### config.mk
export PLATFORM = sky130hd
export DESIGN_NAME = dbg_fetch_tracker
export DESIGN_NICKNAME = d
export VERILOG_FILES = /design/src/rtl/dfw_pkg.sv /design/src/rtl/dfw_decode.sv /design/src/rtl/dfw_store.sv /design/src/rtl/dfw_ctrl.sv /design/src/rtl/dbg_fetch_tracker.sv
export SDC_FILE = /design/constraint.sdc
export NUM_CORES = 1
export LEC_CHECK = 0
export BUFFER_PORTS_ARGS = -buffer_cell sky130_fd_sc_hd__buf_4
export CORE_MARGIN = 2
export CORE_UTILIZATION = 53
export CTS_CLUSTER_SIZE = 14
export DETAILED_ROUTE_END_ITERATION = 10
export PLACE_DENSITY = 0.74
export SYNTH_ARGS = -nofsm -noshare
export SYNTH_HDL_FRONTEND = slang
export SYNTH_SLANG_ARGS = --single-unit
### constraint.sdc
create_clock -name clk -period 3.8 [get_ports clk]
set_clock_uncertainty 0.15 [all_clocks]
set_input_delay 0.38 -clock clk [delete_from_list [all_inputs] [get_ports clk]]
set_output_delay 0.38 -clock clk [all_outputs]
set_load 0.02 [all_outputs]
### src/rtl/dfw_pkg.sv
package dfw_pkg;

    localparam logic [31:0] INSN_JSELF = 32'h0000006F;
    localparam logic [31:0] INSN_DRET  = 32'h7B200073;

    localparam logic [2:0] CERR_NONE = 3'd0;
    localparam logic [2:0] CERR_EXC  = 3'd3;

    typedef enum logic [1:0] {
        RGN_ENTRY = 2'd0,
        RGN_CODE  = 2'd1,
        RGN_EXC   = 2'd2,
        RGN_PEND  = 2'd3
    } rgn_e;

    typedef enum logic [1:0] {
        HIT_NONE  = 2'd0,
        HIT_ENTRY = 2'd1,
        HIT_CODE  = 2'd2,
        HIT_EXC   = 2'd3
    } hit_e;

    typedef enum logic {
        ST_IDLE  = 1'b0,
        ST_ACTED = 1'b1
    } dfw_state_e;

endpackage

### src/rtl/dfw_decode.sv
module dfw_decode
    import dfw_pkg::*;
#(
    parameter int AW         = 12,
    parameter int NUM_HARTS  = 4,
    parameter int IW         = 2,
    parameter int ENTRY_BASE = 'h400,
    parameter int CODE_BASE  = 'h300,
    parameter int EXC_BASE   = 'h500
) (
    input  logic [AW-1:0] addr,
    output hit_e          hit,
    output logic [IW-1:0] word_idx
);
    localparam int HART_BYTES = 4 * NUM_HARTS;
    localparam int CODE_BYTES = 8;

    logic [AW-1:0] off_entry;
    logic [AW-1:0] off_code;
    logic [AW-1:0] off_exc;
    logic          in_entry;
    logic          in_code;
    logic          in_exc;

    always_comb begin
        off_entry = addr - AW'(ENTRY_BASE);
        off_code  = addr - AW'(CODE_BASE);
        off_exc   = addr - AW'(EXC_BASE);
        in_entry  = (addr >= AW'(ENTRY_BASE)) && (int'(off_entry) < HART_BYTES);
        in_code   = (addr >= AW'(CODE_BASE))  && (int'(off_code)  < CODE_BYTES);
        in_exc    = (addr >= AW'(EXC_BASE))   && (int'(off_exc)   < HART_BYTES);
        hit       = HIT_NONE;
        word_idx  = '0;
        if (in_entry) begin
            hit      = HIT_ENTRY;
            word_idx = IW'(off_entry >> 2);
        end else if (in_code) begin
            hit      = HIT_CODE;
            word_idx = IW'(off_code >> 2);
        end else if (in_exc) begin
            hit      = HIT_EXC;
            word_idx = IW'(off_exc >> 2);
        end
    end
endmodule

### src/rtl/dfw_store.sv
module dfw_store
    import dfw_pkg::*;
#(
    parameter int NUM_HARTS = 4,
    parameter int IW        = 2
) (
    input  logic          clk,
    input  logic          rst,
    input  logic          eng_we,
    input  rgn_e          eng_rgn,
    input  logic [IW-1:0] eng_idx,
    input  logic [31:0]   eng_data,
    input  logic          rest_en,
    input  logic [IW-1:0] rest_idx,
    input  hit_e          rd_hit,
    input  logic [IW-1:0] rd_idx,
    input  logic [IW-1:0] sel_idx,
    output logic [31:0]   rd_data,
    output logic [31:0]   sel_entry,
    output logic [31:0]   code0
);
    logic [31:0] entry_q [NUM_HARTS];
    logic [31:0] exc_q   [NUM_HARTS];
    logic [31:0] code_q  [2];
    logic [31:0] pend_q;

    genvar g;
    generate
        for (g = 0; g < NUM_HARTS; g++) begin : g_hart
            logic eng_hit_entry;
            logic eng_hit_exc;
            assign eng_hit_entry = eng_we && (eng_rgn == RGN_ENTRY) && (int'(eng_idx) == g);
            assign eng_hit_exc   = eng_we && (eng_rgn == RGN_EXC)   && (int'(eng_idx) == g);

            always_ff @(posedge clk) begin
                if (rst) begin
                    entry_q[g] <= INSN_JSELF;
                end else if (eng_hit_entry) begin
                    entry_q[g] <= eng_data;
                end else if (rest_en && (int'(rest_idx) == g)) begin
                    entry_q[g] <= pend_q;
                end
            end

            always_ff @(posedge clk) begin
                if (rst) begin
                    exc_q[g] <= '0;
                end else if (eng_hit_exc) begin
                    exc_q[g] <= eng_data;
                end
            end
        end

        for (g = 0; g < 2; g++) begin : g_code
            always_ff @(posedge clk) begin
                if (rst) begin
                    code_q[g] <= '0;
                end else if (eng_we && (eng_rgn == RGN_CODE) && (int'(eng_idx) == g)) begin
                    code_q[g] <= eng_data;
                end
            end
        end
    endgenerate

    always_ff @(posedge clk) begin
        if (rst) begin
            pend_q <= INSN_JSELF;
        end else if (eng_we && (eng_rgn == RGN_PEND)) begin
            pend_q <= eng_data;
        end else if (rest_en) begin
            pend_q <= INSN_JSELF;
        end
    end

    always_comb begin
        rd_data = '0;
        unique case (rd_hit)
            HIT_ENTRY: rd_data = (int'(rd_idx) < NUM_HARTS) ? entry_q[rd_idx] : '0;
            HIT_CODE:  rd_data = code_q[rd_idx[0]];
            HIT_EXC:   rd_data = (int'(rd_idx) < NUM_HARTS) ? exc_q[rd_idx] : '0;
            HIT_NONE:  rd_data = '0;
        endcase
        sel_entry = (int'(sel_idx) < NUM_HARTS) ? entry_q[sel_idx] : INSN_JSELF;
        code0     = code_q[0];
    end

    a_r9_code_write: assert property (@(posedge clk) disable iff (rst)
        (eng_we && eng_rgn == RGN_CODE && eng_idx == '0) |=> (code_q[0] == $past(eng_data)));

    a_r5_pend_reload: assert property (@(posedge clk) disable iff (rst)
        (rest_en && !(eng_we && eng_rgn == RGN_PEND)) |=> (pend_q == INSN_JSELF));
endmodule

### src/rtl/dfw_ctrl.sv
module dfw_ctrl
    import dfw_pkg::*;
#(
    parameter int NUM_HARTS = 4,
    parameter int IW        = 2
) (
    input  logic                 clk,
    input  logic                 rst,
    input  logic [IW-1:0]        sel_hart,
    input  logic                 fetch_valid,
    input  hit_e                 hit,
    input  logic [IW-1:0]        word_idx,
    input  logic [31:0]          rd_data,
    input  logic [31:0]          sel_entry,
    input  logic [31:0]          code0,
    input  logic                 busy_set,
    input  logic                 err_clear,
    output logic                 rest_en,
    output logic [IW-1:0]        rest_idx,
    output logic [31:0]          fetch_rdata,
    output logic                 fetch_err,
    output logic                 busy,
    output logic [2:0]           cmd_err,
    output logic [NUM_HARTS-1:0] halted
);
    dfw_state_e           state_q, state_d;
    logic                 busy_q, busy_d;
    logic [2:0]           cerr_q, cerr_d, cerr_base;
    logic [NUM_HARTS-1:0] halt_q, halt_d;
    logic [31:0]          rdata_q;
    logic                 err_q;

    logic sel_ok, entry_f, code_f, exc_f, miss_f, outside_f, sel_idle, resume_f;

    always_comb begin
        sel_ok    = int'(sel_hart) < NUM_HARTS;
        entry_f   = fetch_valid && (hit == HIT_ENTRY);
        code_f    = fetch_valid && (hit == HIT_CODE);
        exc_f     = fetch_valid && (hit == HIT_EXC);
        miss_f    = fetch_valid && (hit == HIT_NONE);
        outside_f = fetch_valid && (hit != HIT_ENTRY);
        sel_idle  = sel_entry == INSN_JSELF;
        resume_f  = code_f && (code0 == INSN_DRET);
    end

    always_ff @(posedge clk) begin
        if (rst) state_q <= ST_IDLE;
        else     state_q <= state_d;
    end

    always_comb begin
        state_d = state_q;
        unique case (state_q)
            ST_IDLE:  if (entry_f && !sel_idle) state_d = ST_ACTED;
            ST_ACTED: if (outside_f)            state_d = ST_IDLE;
        endcase
    end

    always_comb begin
        rest_en  = (state_q == ST_ACTED) && outside_f && sel_ok;
        rest_idx = sel_hart;

        busy_d = busy_q;
        if ((entry_f && sel_idle) || resume_f) busy_d = 1'b0;
        if (busy_set)                          busy_d = 1'b1;

        halt_d = halt_q;
        if (entry_f && int'(word_idx) < NUM_HARTS) halt_d[word_idx] = 1'b1;
        if (resume_f && sel_ok)                    halt_d[sel_hart] = 1'b0;

        cerr_base = err_clear ? CERR_NONE : cerr_q;
        cerr_d    = cerr_base;
        if (exc_f && cerr_base == CERR_NONE) cerr_d = CERR_EXC;
    end

    always_ff @(posedge clk) begin
        if (rst) begin
            busy_q  <= 1'b0;
            cerr_q  <= CERR_NONE;
            halt_q  <= '0;
            rdata_q <= '0;
            err_q   <= 1'b0;
        end else begin
            busy_q <= busy_d;
            cerr_q <= cerr_d;
            halt_q <= halt_d;
            err_q  <= miss_f;
            if (fetch_valid) rdata_q <= miss_f ? '0 : rd_data;
        end
    end

    assign fetch_rdata = rdata_q;
    assign fetch_err   = err_q;
    assign busy        = busy_q;
    assign cmd_err     = cerr_q;
    assign halted      = halt_q;

    a_r8_err_pulse: assert property (@(posedge clk) disable iff (rst)
        fetch_err |-> (fetch_rdata == '0) && $past(fetch_valid));

    a_r4_busy_drop: assert property (@(posedge clk) disable iff (rst)
        $fell(busy_q) |-> $past(fetch_valid) && !$past(busy_set));

    a_r7_err_sticky: assert property (@(posedge clk) disable iff (rst)
        (cerr_q == CERR_EXC && !err_clear) |=> (cerr_q == CERR_EXC));

    a_r5_leave_acted: assert property (@(posedge clk) disable iff (rst)
        (state_q == ST_ACTED && outside_f) |=> (state_q == ST_IDLE));

    a_r3_halt_rise: assert property (@(posedge clk) disable iff (rst)
        ($countones(halt_q) > $countones($past(halt_q))) |-> $past(entry_f));

    a_r10_busy_set_wins: assert property (@(posedge clk) disable iff (rst)
        busy_set |=> busy_q);
endmodule

### src/rtl/dbg_fetch_tracker.sv
module dbg_fetch_tracker
    import dfw_pkg::*;
#(
    parameter int AW         = 12,
    parameter int NUM_HARTS  = 4,
    parameter int ENTRY_BASE = 'h400,
    parameter int CODE_BASE  = 'h300,
    parameter int EXC_BASE   = 'h500,
    localparam int IW        = (NUM_HARTS > 2) ? $clog2(NUM_HARTS) : 1
) (
    input  logic                 clk,
    input  logic                 rst,
    input  logic [IW-1:0]        sel_hart,
    input  logic                 fetch_valid,
    input  logic [AW-1:0]        fetch_addr,
    output logic [31:0]          fetch_rdata,
    output logic                 fetch_err,
    input  logic                 eng_wr_valid,
    input  logic [1:0]           eng_wr_region,
    input  logic [IW-1:0]        eng_wr_index,
    input  logic [31:0]          eng_wr_data,
    input  logic                 eng_busy_set,
    input  logic                 err_clear,
    output logic                 busy,
    output logic [2:0]           cmd_err,
    output logic [NUM_HARTS-1:0] halted
);
    hit_e          hit;
    logic [IW-1:0] word_idx;
    logic [31:0]   rd_data;
    logic [31:0]   sel_entry;
    logic [31:0]   code0;
    logic          rest_en;
    logic [IW-1:0] rest_idx;
    rgn_e          eng_rgn;

    assign eng_rgn = rgn_e'(eng_wr_region);

    dfw_decode #(
        .AW(AW), .NUM_HARTS(NUM_HARTS), .IW(IW),
        .ENTRY_BASE(ENTRY_BASE), .CODE_BASE(CODE_BASE), .EXC_BASE(EXC_BASE)
    ) u_decode (
        .addr     (fetch_addr),
        .hit      (hit),
        .word_idx (word_idx)
    );

    dfw_store #(.NUM_HARTS(NUM_HARTS), .IW(IW)) u_store (
        .clk       (clk),
        .rst       (rst),
        .eng_we    (eng_wr_valid),
        .eng_rgn   (eng_rgn),
        .eng_idx   (eng_wr_index),
        .eng_data  (eng_wr_data),
        .rest_en   (rest_en),
        .rest_idx  (rest_idx),
        .rd_hit    (fetch_valid ? hit : HIT_NONE),
        .rd_idx    (word_idx),
        .sel_idx   (sel_hart),
        .rd_data   (rd_data),
        .sel_entry (sel_entry),
        .code0     (code0)
    );

    dfw_ctrl #(.NUM_HARTS(NUM_HARTS), .IW(IW)) u_ctrl (
        .clk         (clk),
        .rst         (rst),
        .sel_hart    (sel_hart),
        .fetch_valid (fetch_valid),
        .hit         (hit),
        .word_idx    (word_idx),
        .rd_data     (rd_data),
        .sel_entry   (sel_entry),
        .code0       (code0),
        .busy_set    (eng_busy_set),
        .err_clear   (err_clear),
        .rest_en     (rest_en),
        .rest_idx    (rest_idx),
        .fetch_rdata (fetch_rdata),
        .fetch_err   (fetch_err),
        .busy        (busy),
        .cmd_err     (cmd_err),
        .halted      (halted)
    );

    a_r2_entry_read: assert property (@(posedge clk) disable iff (rst)
        (fetch_valid && hit == HIT_ENTRY && word_idx == sel_hart && !rest_en)
            |=> (fetch_rdata == $past(sel_entry)));
endmodule

==> key figures <==
Floorplan
  • Core ar.: 34500 um^2
  • IO Count: 97
  • Chip Width: 191 um
  • Starting Density: 53.7%
  • Die H: 191 um
  • DIE AREA: 36400 um^2
  • Row count: 68

Yosys
  • Synth unique cells: 53
  • Asr flop ratio synth: 0%
  • Largest family of logic cells by synthesized area: compound AO/OA/AOI/OAI gates
  • Post-synthesis mux area share: 7.04%
  • Largest cells by area after synthesis: edfxtp_1 (52%), dfxtp_1 (8.0%), mux2i_1 (7.0%), and2_1 (6.5%), a22o_1 (4.9%)
  • Avg Synthesized Cell Area: 12.4 um^2
  • Synth Cell Area: 18500 um^2
  • XOR/XNOR share of the synthesized area: 0%
  • Most frequent cell after synthesis: edfxtp_1
  • Top cells by count, synth: edfxtp_1 (320), and2_1 (192), mux2i_1 (130)
  • Largest area contributor in the netlist: edfxtp_1
  • Synth Area in Simple Gates: 12.8%
  • Commonest register cell after synthesis: edfxtp_1
  • Mapped Nets: 1546
  • Syn Inst Count: 1490
  • Top cell type's share of synthesized area: 52.0%
  • Sequential share of the synthesized area: 60.0%
  • Ys Warns: 0
  • Post-synth EDFFs: 320
  • Synthesis-stage register bit count: 394
  • Synth Area in Compound Gates: 16.7%
  • Post-Synth Adder-Cell Area: 0%

STA
  • Setup violators final: 0
  • Worst-Margin Slew: 1.36 ns
  • Final worst path period need: 2.76 ns
  • Setup TNS: 0 ns
  • Achievable clock frequency: 0.363 GHz
  • Relative slew slack: 9.13%
  • Slew Limit Fails: 0
  • RSZ-0062 raised after global routing: no
  • Final Hold Viols: 0
  • Final worst-path cycle share: 72.5%

Final layout
  • Nets: 1594
  • Util after Layout: 61.6%
  • Area grow syn2layout: 14.7%
  • Share of cells above drive strength 1: 15.4%

Clocking
  • Postcts setup bufs: 0
  • CTS tree: yes
  • CTS Hold Buffers Added: 1
  • CTS resizes: 0
  • Clk_lat worst skew: 0.53 ns
  • CTS sink cnt: 394
  • CTS clk-pin slew, worst paths: 0.06 ns
  • CTS H-tree depth: 2
  • CTS buffer count: 41
  • Clock Path Buffers: 3
  • Clk root buf: clkbuf_16

Route
  • WL met3: 6130 um
  • DR WL/cell: 27.2 um
  • Top sig layer: met4
  • DRT antenna net count: 0
  • Final wirelength: 55200 um
  • # DRC: 0
  • Vias per Instance: 6.73
  • Drt pass-1 iters: 5
  • Met2 wire length: 26100 um
  • 1st-iter DRT viols: 1588
  • Metal-1 WL: 20600 um
  • Vias: 13640

Power and ir drop
  • P per Cell Area: 456 nW/um^2
  • Switching Power: 2140 uW
  • Max IR drop VDD: 411 uV
  • Comb pwr share: 5.9%
  • Lkg Pwr: 0.00814 uW
  • Sequential Power Share: 51.1%
  • Internal power: 7540 uW
  • Sw Share: 22.1%
  • Clk network pwr share: 43.1%

Outcome
  • Status: complete, no violations

Place
  • GPL Wtd Cong: 0.888
  • Post-DP HPWL: 34500 um
  • Port bufs: 94

Worst hold path
  • Tightest Hold Check Type: input pin to register

Global route
  • Wire length of the first global-routing pass: 82000 um
  • Vias in the first global route: 13801
  • Largest net degree at the start of global routing: 65
  • Initial antenna violation count: 1
  • Total track usage: 30.3%
  • Global route overflow: 0

Critical path
  • WP data arrival: 2.89 ns
  • Req. time, crit path: 3.93 ns
  • CP startpoint kind: input pin
  • Critical path type: input pin to register
  • CP Capture Type: register
  • Crit-path max FO: 21

Job
  • Maxcap violations: 0
-- layout by cell type (no fill, tap or decap), types with 6 or more instances in the layout --
cell type and instances:
buf_12 8, nand2_1 82, nand2b_1 6, nor2_1 39, nor3_2 6, a22oi_1 26, o211ai_1 66, dfxtp_1 74
buf_4 139, o22a_1 24, nor3_1 6, a21oi_1 40, o22ai_1 39, and2_1 192, edfxtp_1 320, mux2i_1 130
nor4_1 24, nand4_1 9, clkbuf_16 43, a22o_1 104, o211a_1 34, a221oi_1 32, nand3_1 10, clkinv_2 9
o21ai_4 7, clkbuf_1 11
-- flip-flops by register name, summed over array words and instances (netlist names), 3 cells and up --
signal,cells
u_ctrl.cmd_err,3
u_ctrl.fetch_rdata,32
u_ctrl.halted,4
u_store.code_q,64
u_store.entry_q,128
u_store.exc_q,128
u_store.pend_q,32
-- layout make-up --
class,count,area (um^2)
fillers,2643,13200
flip-flops and latches,394,11100
multi-input cells,948,6920
repair buffers,148,1210
clock buffers,59,1190
well taps,455,569
clock inverters,17,211
inverters,5,18.8
diodes,2,5.00
-- routing by layer --
layer	up-vias	GRT usage, %
li1	5876	-
met1	6686	38.8
met2	926	49.6
met3	152	6.39
met4	0	13.4
met5	-	0
-- critical path, cell delays in order --
cell	delay, ns
buf_4	0.11
or4_4	0.57
or4_1	0.57
and4_4	0.27
nand3_1	0.25
nand3_2	0.40
buf_12	0.32
-- path summary, 6_finish.rpt --
check                         start                endpoint  slack [ns]  cells past startpoint
setup / recovery      fetch_addr[6]  u_store.entry_q[1][20]        1.04                      7
hold / removal        fetch_addr[7]        u_ctrl.fetch_err        0.01                      2
hold reg to reg   u_ctrl.cmd_err[1]       u_ctrl.cmd_err[1]        0.34                      2
setup reg to reg     u_ctrl.state_q  u_store.entry_q[0][17]        1.45                      4
-- metrics by stage --
step	area, um^2	power (uW)	hold WS [ns]	instances	setup slack [ns]
6_report	21200	9680	0.00985	2028	1.04
5_1_grt	21200	9890	0.0223	2027	0.994
4_1_cts	21200	9670	0.00700	2026	1.08
3_5_place_dp	19800	5590	0.333	1949	0.563
3_3_place_gp	19800	5560	0.328	1949	0.609
2_1_floorplan	18500	5310	0.306	1490	0.0890
-- cell families (layout without fill, tap and decap cells) --
logic type      Yosys count  count (layout)
compound gates          395             395
buf+inv                 148             229
flops                   394             394
mux                     130             130
other cells               0               2
simple gates            423             423
-- power by group through the flow --
stage          Sequential [uW]  Combinational, uW  Clock (uW)
4_1_cts                   4940                557        4170
3_3_place_gp              5020                538           0
6_report                  4950                567        4170
2_1_floorplan             5010                305           0
5_1_grt                   4960                597        4330
3_5_place_dp              5030                554           0
Power figures use the tool's default switching activity.
